<file path="src/rtl/acm_pkg.sv">
package acm_pkg;
  localparam int OPC_W = 3;
  localparam int OPC_N = 1 << OPC_W;

  localparam int AO_AND = 0;
  localparam int AO_ADD = 1;
  localparam int AO_XFR = 2;
  localparam int AO_INP = 3;
  localparam int AO_CMA = 4;
  localparam int AO_SHR = 5;
  localparam int AO_SHL = 6;
  localparam int AO_CLR = 7;
  localparam int AO_INC = 8;
  localparam int AO_N   = 9;

  localparam int BUS_W = 3;
  localparam int SRC_N = 1 << BUS_W;

  typedef enum logic [BUS_W-1:0] {
    SRC_NONE = 3'd0,
    SRC_AR   = 3'd1,
    SRC_PC   = 3'd2,
    SRC_DR   = 3'd3,
    SRC_AC   = 3'd4,
    SRC_IR   = 3'd5,
    SRC_TR   = 3'd6,
    SRC_MEM  = 3'd7
  } bus_src_e;
endpackage

</file>
<file path="src/rtl/acm_step_ctr.sv">
module acm_step_ctr #(
  parameter int SC_W = 3,
  localparam int T_N = 1 << SC_W
) (
  input  logic            clk,
  input  logic            rst_n,
  input  logic            hold,
  input  logic            clr,
  output logic [SC_W-1:0] sc,
  output logic [T_N-1:0]  t_vec
);
  logic [SC_W-1:0] sc_q;
  logic [SC_W-1:0] sc_d;

  always_comb begin
    sc_d = clr ? '0 : sc_q + SC_W'(1);
  end

  always_ff @(posedge clk or negedge rst_n) begin
    if (!rst_n) sc_q <= '0;
    else if (!hold) sc_q <= sc_d;
  end

  for (genvar k = 0; k < T_N; k++) begin : g_tdec
    assign t_vec[k] = (sc_q == SC_W'(k));
  end

  assign sc = sc_q;


  clear_to_zero_chk: assert property (@(posedge clk) disable iff (!rst_n)
    (!hold && clr) |=> (sc_q == '0));
endmodule

</file>
<file path="src/rtl/acm_ctrl_flops.sv">
module acm_ctrl_flops (
  input  logic clk,
  input  logic rst_n,
  input  logic r_set,
  input  logic r_clr,
  input  logic halt_req,
  input  logic i_ld,
  input  logic i_bit,
  output logic r_q,
  output logic run_q,
  output logic i_q
);
  logic r_d;
  logic run_d;
  logic i_d;

  always_comb begin
    r_d = r_q;
    if (r_clr) r_d = 1'b0;
    else if (r_set) r_d = 1'b1;
    run_d = run_q & ~halt_req;
    i_d = i_ld ? i_bit : i_q;
  end

  always_ff @(posedge clk or negedge rst_n) begin
    if (!rst_n) begin
      r_q   <= 1'b0;
      run_q <= 1'b1;
      i_q   <= 1'b0;
    end else begin
      r_q   <= r_d;
      run_q <= run_d;
      i_q   <= i_d;
    end
  end


  r_clear_wins_chk: assert property (@(posedge clk) disable iff (!rst_n)
    r_clr |=> !r_q);
endmodule

</file>
<file path="src/rtl/acm_strobe_gen.sv">
module acm_strobe_gen
  import acm_pkg::*;
#(
  parameter int T_N = 8
) (
  input  logic             clk,
  input  logic             rst_n,
  input  logic [T_N-1:0]   t,
  input  logic [OPC_N-1:0] d,
  input  logic             i_q,
  input  logic             r_q,
  input  logic             run,
  input  logic [11:0]      ir_bits,
  input  logic             dr_zero,
  input  logic             ac_msb,
  input  logic             ac_zero,
  input  logic             e_flag,
  input  logic             fgi,
  input  logic             fgo,
  input  logic             ien,
  output logic             ar_ld,
  output logic             ar_clr,
  output logic             ar_inc,
  output logic             pc_ld,
  output logic             pc_clr,
  output logic             pc_inc,
  output logic             dr_ld,
  output logic             dr_inc,
  output logic             ir_ld,
  output logic             tr_ld,
  output logic             outr_ld,
  output logic [AO_N-1:0]  ac_op,
  output logic             e_clr,
  output logic             e_cmp,
  output logic             ien_set,
  output logic             ien_clr,
  output logic             fgi_clr,
  output logic             fgo_clr,
  output logic             mem_rd,
  output logic             mem_wr,
  output logic [BUS_W-1:0] bus_sel,
  output logic             sc_clr,
  output logic             r_set,
  output logic             r_clr,
  output logic             halt_req,
  output logic             i_ld
);
  logic [T_N-1:0]   tg;
  logic [SRC_N-1:0] src_req;
  logic reg_x, io_x, fet0, fet1, dec, int0, int1, int2, ind, rd4;
  logic skip_reg, skip_io;

  always_comb begin
    tg   = run ? t : '0;
    reg_x = tg[3] & d[7] & ~i_q;
    io_x  = tg[3] & d[7] &  i_q;
    fet0 = tg[0] & ~r_q;
    fet1 = tg[1] & ~r_q;
    dec  = tg[2] & ~r_q;
    int0 = tg[0] & r_q;
    int1 = tg[1] & r_q;
    int2 = tg[2] & r_q;
    ind  = tg[3] & ~d[7] & i_q;
    rd4  = tg[4] & (d[0] | d[1] | d[2] | d[6]);

    skip_reg = reg_x & ((ir_bits[4] & ~ac_msb) | (ir_bits[3] & ac_msb) |
                        (ir_bits[2] & ac_zero) | (ir_bits[1] & ~e_flag));
    skip_io  = io_x & ((ir_bits[9] & fgi) | (ir_bits[8] & fgo));

    ar_ld  = fet0 | dec | ind;
    ar_clr = int0;
    ar_inc = d[5] & tg[4];
    pc_ld  = (d[4] & tg[4]) | (d[5] & tg[5]);
    pc_clr = int1;
    pc_inc = fet1 | int2 | skip_reg | skip_io | (d[6] & tg[6] & dr_zero);
    dr_ld  = rd4;
    dr_inc = d[6] & tg[5];
    ir_ld  = fet1;
    tr_ld  = int0;
    outr_ld = io_x & ir_bits[10];

    ac_op         = '0;
    ac_op[AO_AND] = d[0] & tg[5];
    ac_op[AO_ADD] = d[1] & tg[5];
    ac_op[AO_XFR] = d[2] & tg[5];
    ac_op[AO_INP] = io_x & ir_bits[11];
    ac_op[AO_CMA] = reg_x & ir_bits[9];
    ac_op[AO_SHR] = reg_x & ir_bits[7];
    ac_op[AO_SHL] = reg_x & ir_bits[6];
    ac_op[AO_CLR] = reg_x & ir_bits[11];
    ac_op[AO_INC] = reg_x & ir_bits[5];

    e_clr   = reg_x & ir_bits[10];
    e_cmp   = reg_x & ir_bits[8];
    ien_set = io_x & ir_bits[7];
    ien_clr = (io_x & ir_bits[6]) | int2;
    fgi_clr = io_x & ir_bits[11];
    fgo_clr = io_x & ir_bits[10];

    mem_rd = fet1 | ind | rd4;
    mem_wr = int1 | (tg[4] & (d[3] | d[5])) | (d[6] & tg[6]);

    src_req          = '0;
    src_req[SRC_AR]  = (d[4] & tg[4]) | (d[5] & tg[5]);
    src_req[SRC_PC]  = fet0 | int0 | (d[5] & tg[4]);
    src_req[SRC_DR]  = d[6] & tg[6];
    src_req[SRC_AC]  = (d[3] & tg[4]) | outr_ld;
    src_req[SRC_IR]  = dec;
    src_req[SRC_TR]  = int1;
    src_req[SRC_MEM] = mem_rd;

    bus_sel = '0;
    for (int k = 1; k < SRC_N; k++) begin
      if (src_req[k]) bus_sel = bus_sel | BUS_W'(k);
    end

    sc_clr = reg_x | io_x | (tg[4] & (d[3] | d[4])) |
             (tg[5] & (d[0] | d[1] | d[2] | d[5])) | (tg[6] & d[6]) |
             int2 | tg[T_N-1];
    r_set    = run & ien & (fgi | fgo) & ~(t[0] | t[1] | t[2]);
    r_clr    = int2;
    halt_req = reg_x & ir_bits[0];
    i_ld     = dec;
  end


  bus_onehot_chk: assert property (@(posedge clk) disable iff (!rst_n)
    $onehot0(src_req));
endmodule

</file>
<file path="src/rtl/acm_timing_ctrl.sv">
module acm_timing_ctrl
  import acm_pkg::*;
#(
  parameter int SC_W = 3,
  localparam int T_N = 1 << SC_W
) (
  input  logic             clk,
  input  logic             rst_n,
  input  logic [15:0]      ir_word,
  input  logic             dr_is_zero,
  input  logic             ac_msb,
  input  logic             ac_is_zero,
  input  logic             e_flag,
  input  logic             in_flag,
  input  logic             out_flag,
  input  logic             int_en,
  output logic [SC_W-1:0]  step,
  output logic             irq_pend,
  output logic             running,
  output logic             ar_ld,
  output logic             ar_clr,
  output logic             ar_inc,
  output logic             pc_ld,
  output logic             pc_clr,
  output logic             pc_inc,
  output logic             dr_ld,
  output logic             dr_inc,
  output logic             ir_ld,
  output logic             tr_ld,
  output logic             outr_ld,
  output logic [AO_N-1:0]  ac_op,
  output logic             e_clr,
  output logic             e_cmp,
  output logic             ien_set,
  output logic             ien_clr,
  output logic             fgi_clr,
  output logic             fgo_clr,
  output logic             mem_rd,
  output logic             mem_wr,
  output logic [BUS_W-1:0] bus_sel
);
  logic [T_N-1:0]   t_vec;
  logic [OPC_N-1:0] opc_dec;
  logic sc_clr, r_set, r_clr, halt_req, i_ld, i_q;

  for (genvar k = 0; k < OPC_N; k++) begin : g_opdec
    assign opc_dec[k] = (ir_word[14:12] == OPC_W'(k));
  end

  acm_step_ctr #(.SC_W(SC_W)) u_ctr (
    .clk(clk), .rst_n(rst_n), .hold(~running), .clr(sc_clr),
    .sc(step), .t_vec(t_vec)
  );

  acm_ctrl_flops u_flops (
    .clk(clk), .rst_n(rst_n), .r_set(r_set), .r_clr(r_clr),
    .halt_req(halt_req), .i_ld(i_ld), .i_bit(ir_word[15]),
    .r_q(irq_pend), .run_q(running), .i_q(i_q)
  );

  acm_strobe_gen #(.T_N(T_N)) u_strb (
    .clk(clk), .rst_n(rst_n), .t(t_vec), .d(opc_dec), .i_q(i_q),
    .r_q(irq_pend), .run(running), .ir_bits(ir_word[11:0]),
    .dr_zero(dr_is_zero), .ac_msb(ac_msb), .ac_zero(ac_is_zero),
    .e_flag(e_flag), .fgi(in_flag), .fgo(out_flag), .ien(int_en),
    .ar_ld(ar_ld), .ar_clr(ar_clr), .ar_inc(ar_inc),
    .pc_ld(pc_ld), .pc_clr(pc_clr), .pc_inc(pc_inc),
    .dr_ld(dr_ld), .dr_inc(dr_inc), .ir_ld(ir_ld), .tr_ld(tr_ld),
    .outr_ld(outr_ld), .ac_op(ac_op), .e_clr(e_clr), .e_cmp(e_cmp),
    .ien_set(ien_set), .ien_clr(ien_clr), .fgi_clr(fgi_clr),
    .fgo_clr(fgo_clr), .mem_rd(mem_rd), .mem_wr(mem_wr),
    .bus_sel(bus_sel), .sc_clr(sc_clr), .r_set(r_set), .r_clr(r_clr),
    .halt_req(halt_req), .i_ld(i_ld)
  );


  step_limit_chk: assert property (@(posedge clk) disable iff (!rst_n)
    int'(step) <= 6);


  mem_rw_excl_chk: assert property (@(posedge clk) disable iff (!rst_n)
    !(mem_rd && mem_wr));


  irq_rise_chk: assert property (@(posedge clk) disable iff (!rst_n)
    $rose(irq_pend) |-> (int'($past(step)) >= 3));


  int_exit_chk: assert property (@(posedge clk) disable iff (!rst_n)
    (irq_pend && running && int'(step) == 2) |=> (step == '0 && !irq_pend));


  halt_hold_chk: assert property (@(posedge clk) disable iff (!rst_n)
    !running |=> ($stable(step) && !mem_rd && !mem_wr && bus_sel == '0));
endmodule

</file>
<file path="config.mk">
export PLATFORM = sky130hd
export DESIGN_NAME = acm_timing_ctrl
export DESIGN_NICKNAME = d
export VERILOG_FILES = /design/src/rtl/acm_pkg.sv /design/src/rtl/acm_step_ctr.sv /design/src/rtl/acm_ctrl_flops.sv /design/src/rtl/acm_strobe_gen.sv /design/src/rtl/acm_timing_ctrl.sv
export SDC_FILE = /design/constraint.sdc
export NUM_CORES = 1
export LEC_CHECK = 0
export BUFFER_PORTS_ARGS = -buffer_cell sky130_fd_sc_hd__buf_4
export CAP_MARGIN = 20
export CELL_PAD_IN_SITES_DETAIL_PLACEMENT = 1
export CELL_PAD_IN_SITES_GLOBAL_PLACEMENT = 2
export CORE_UTILIZATION = 20
export CTS_CLUSTER_SIZE = 40
export DETAILED_ROUTE_END_ITERATION = 8
export GPL_ROUTABILITY_DRIVEN = 0
export PLACE_DENSITY_LB_ADDON = 0.1
export SETUP_SLACK_MARGIN = 0.3
export SLEW_MARGIN = 20
export SYNTH_ARGS = -nofsm -noshare
export SYNTH_HDL_FRONTEND = slang
export SYNTH_SLANG_ARGS = --single-unit
</file>
<file path="constraint.sdc">
create_clock -name clk -period 2.6 [get_ports clk]
set_clock_uncertainty 0.1 [all_clocks]
set_input_delay 0.13 -clock clk [delete_from_list [all_inputs] [get_ports clk]]
set_output_delay 0.13 -clock clk [all_outputs]
set_load 0.01 [all_outputs]
</file>
==> results.py <==
metrics = {
    "clocking": {
        "cts_root_buf": "clkbuf_8",
        "clkTransAtPathRegs_ns": 0.04,
        "clock_latency_ns": 0.23,
        "ctsHtreeMaxLevel": 1,
        "cts_tree": "yes",
        "cts.sinks": 6,
        "cts_buffer_depth": 2,
        "cts_made_buffers": 3,
    },
    "sta": {
        "rsz0062_at_grt": "yes",
        "max-slew-margin-rel_pct": 76.9,
        "finalHoldViolations": 0,
        "slew_violations": 0,
        "setup_tns_ns": 0,
        "min_period_ns": 2.43,
        "tightest_slew_ns": 0.346,
        "post-route-period-util_pct": 93.6,
        "finalSetupViolCount": 0,
        "clock.fmax_mhz": 411,
    },
    "routing": {
        "via_per_inst": 4.64,
        "dr.pass1.iters": 4,
        "vias": 1049,
        "postRouteAntennaNets": 0,
        "drt-initial-drc-count": 51,
        "drc": 0,
        "wl_microns": 3390,
        "wl_per_cell_microns": 15.0,
    },
    "critical_path": {
        "cp-startpoint": "u_ctr.sc[0]",
        "crit-reg2reg-launch": "u_ctr.sc[0]",
        "worstPathMaxFanout": 4,
        "worstPathArrival_ns": 2.20,
        "critPathKind": "register to output port",
        "crit_required_ns": 2.37,
        "r2r.worst_path.cells": 6,
        "endpoint_kind": "output port",
        "startpoint_type": "register",
    },
    "worst_hold_path": {
        "hold_path_class": "input pin to register",
        "whs_path_depth": 2,
        "min_from": "ir_word[15]",
    },
    "die": {
        "die_h_microns": 66.7,
        "die-area_sq_um": 4450,
        "start_util_pct": 20.9,
        "die_width_microns": 66.7,
        "ios": 61,
        "fp-row-count": 23,
        "core_area_sq_um": 4000,
    },
    "power": {
        "peakVddDrop_v": 0.000482,
        "pwr-share-clk_pct": 10.6,
        "power.share.sequential_pct": 16.2,
        "powerDensity_nw_per_um2": 929,
        "comb_power_share_pct": 73.2,
        "p_leak_uw": 0.000764,
        "power_uw": 1420,
        "switching_share_pct": 43.8,
        "internal_power_uw": 799,
        "switchingPower_uw": 623,
    },
    "synthesis": {
        "seq_area_frac_synth_pct": 18.1,
        "synth_cell_types": 41,
        "synth_edf_count": 0,
        "synth_warnings": 0,
        "syn_area_per_cell_sq_um": 7.90,
        "syn_area_sq_um": 837,
        "syn-num-nets": 137,
        "synth-seq-cells": 6,
        "synth_ff_type": "dfrtp_1",
        "synth_cells": 106,
        "async_flop_share_pct": 100,
    },
    "cells_and_area": {
        "final_nets": 208,
        "num_antenna_cells": 0,
        "postLayoutCoreUtil_pct": 38.3,
        "drive_gt1_share_pct": 56.3,
        "area_growth_pct": 82.8,
    },
    "global_routing": {
        "gr-total-overflow": 0,
        "grt_max_degree": 16,
        "grt_pass1_wl_microns": 4950,
        "grt_pass1_vias": 1010,
        "gr-usage-all-layers_pct": 14.7,
        "antenna_found_initial": 0,
    },
    "placed_design": {
        "hpwl_microns": 2580,
        "io_buffers": 60,
    },
    "flow_run": {
        "cap_violations": 0,
    },
    "outcome": {
        "status": "completed",
    },
}
-- per-stage QoR --
step	hold slack [ns]	instances	cell area (sq um)	setup slack, ns
detailed placement	-0.157	211	1320	0.301
finish	0.0451	226	1530	0.166
CTS	0.0380	223	1470	0.158
global placement	-0.159	211	1320	0.385
global route	0.0476	226	1530	0.126
floorplan	-0.266	106	837	0.417
-- synthesized netlist by cell type, drive strengths merged (3+ instances only) --
| cell type | n | share of area [%] |
|---|---|---|
| nor2 | 7 | 3.1 |
| a21oi | 5 | 3.0 |
| buf | 6 | 5.2 |
| nor3b | 5 | 5.1 |
| inv | 8 | 3.6 |
| dfrtp | 5 | 15 |
| and2 | 10 | 7.5 |
| o211ai | 4 | 3.6 |
| mux2i | 3 | 3.6 |
| nand3b | 4 | 3.6 |
| nand2 | 7 | 3.1 |
| nand3 | 3 | 1.8 |
| ha | 6 | 9.0 |
| and3 | 4 | 4.0 |
| nor3 | 3 | 1.8 |
-- power groups by stage --
stage | clock, uW | sequential (uW) | combinational, uW
global route | 162 | 237 | 1140
detailed placement | 0 | 207 | 882
floorplan | 0 | 199 | 485
CTS | 156 | 207 | 1000
global placement | 0 | 202 | 873
finish | 150 | 231 | 1040
-- state kept, by name, indices dropped and copies added, names as in the netlist --
signal and flops:
u_ctr.sc 3, u_flops.i_q 1, u_flops.r_q 1, u_flops.run_q 1
-- critical path, cell delays in order, from the launching register on --
cell and delay, ns:
dfrtp_2 0.45, buf_6 0.14, ha_4 0.15, and3_4 0.17
or3_4 0.39, or4b_4 0.54, buf_6 0.13
-- cell type report --
type	count	area, sq um
Fill cell	484	2470
Timing Repair Buffer	74	568
Multi-Input combinational cell	84	671
Tap cell	50	62.6
Inverter	8	30.0
Sequential cell	6	154
Clock buffer	4	45.0
-- cell families (layout without fill, tap and decap cells) --
group                    Yosys count  count (layout)  synth area share (%)
AND/OR/NAND/NOR                   54              54                  41.6
AO/OA/AOI/OAI                     19              19                  15.4
buffers and inverters             16              86                  9.72
adder cells (fa/ha/maj)            6               6                  8.97
flip-flops                         6               6                  18.1
multiplexers                       5               5                  6.28
-- cell usage in the layout, fill, tap and decap left out, drive strengths merged, types with 2 or more instances in the layout --
master	count
buf	72
nor2b	2
nand3b	4
nor3	3
a311oi	2
and2	10
and3	4
nand2	7
nor2	7
mux2i	3
clkbuf	4
o211ai	4
o22ai	2
nand3	3
o21ai	2
inv	8
a21oi	5
nor3b	5
ha	6
or3	2
mux2	2
dlygate4sd3	2
dfrtp	5
-- worst paths after layout --
kind	end	slack (ns)
setup / recovery	bus_sel[2]	0.17
hold / removal	u_flops.i_q	0.05
setup reg to reg	u_ctr.sc[1]	0.78
hold reg to reg	u_ctr.sc[2]	0.52
max in group asynchronous	u_flops.run_q	2.04
min in group asynchronous	u_ctr.sc[0]	0.15
-- per-layer routing --
layer	GRT usage (%)	share of wire, %
met3	1.20	3.3
met4	5.59	0.80
met2	24.1	51
met1	19.6	45
met5	0	0
-- what timing repair did --
| item | CTS | global route |
|---|---|---|
| hold buffers | 2 | 0 |
| pin swaps | 5 | 4 |
| gates resized for setup | 9 | 9 |
| setup buffers | 6 | 3 |
| endpoints found under the setup margin | 2 | 3 |
| endpoints found under the hold margin | 7 | 0 |
(Power assumes the default switching activity.)
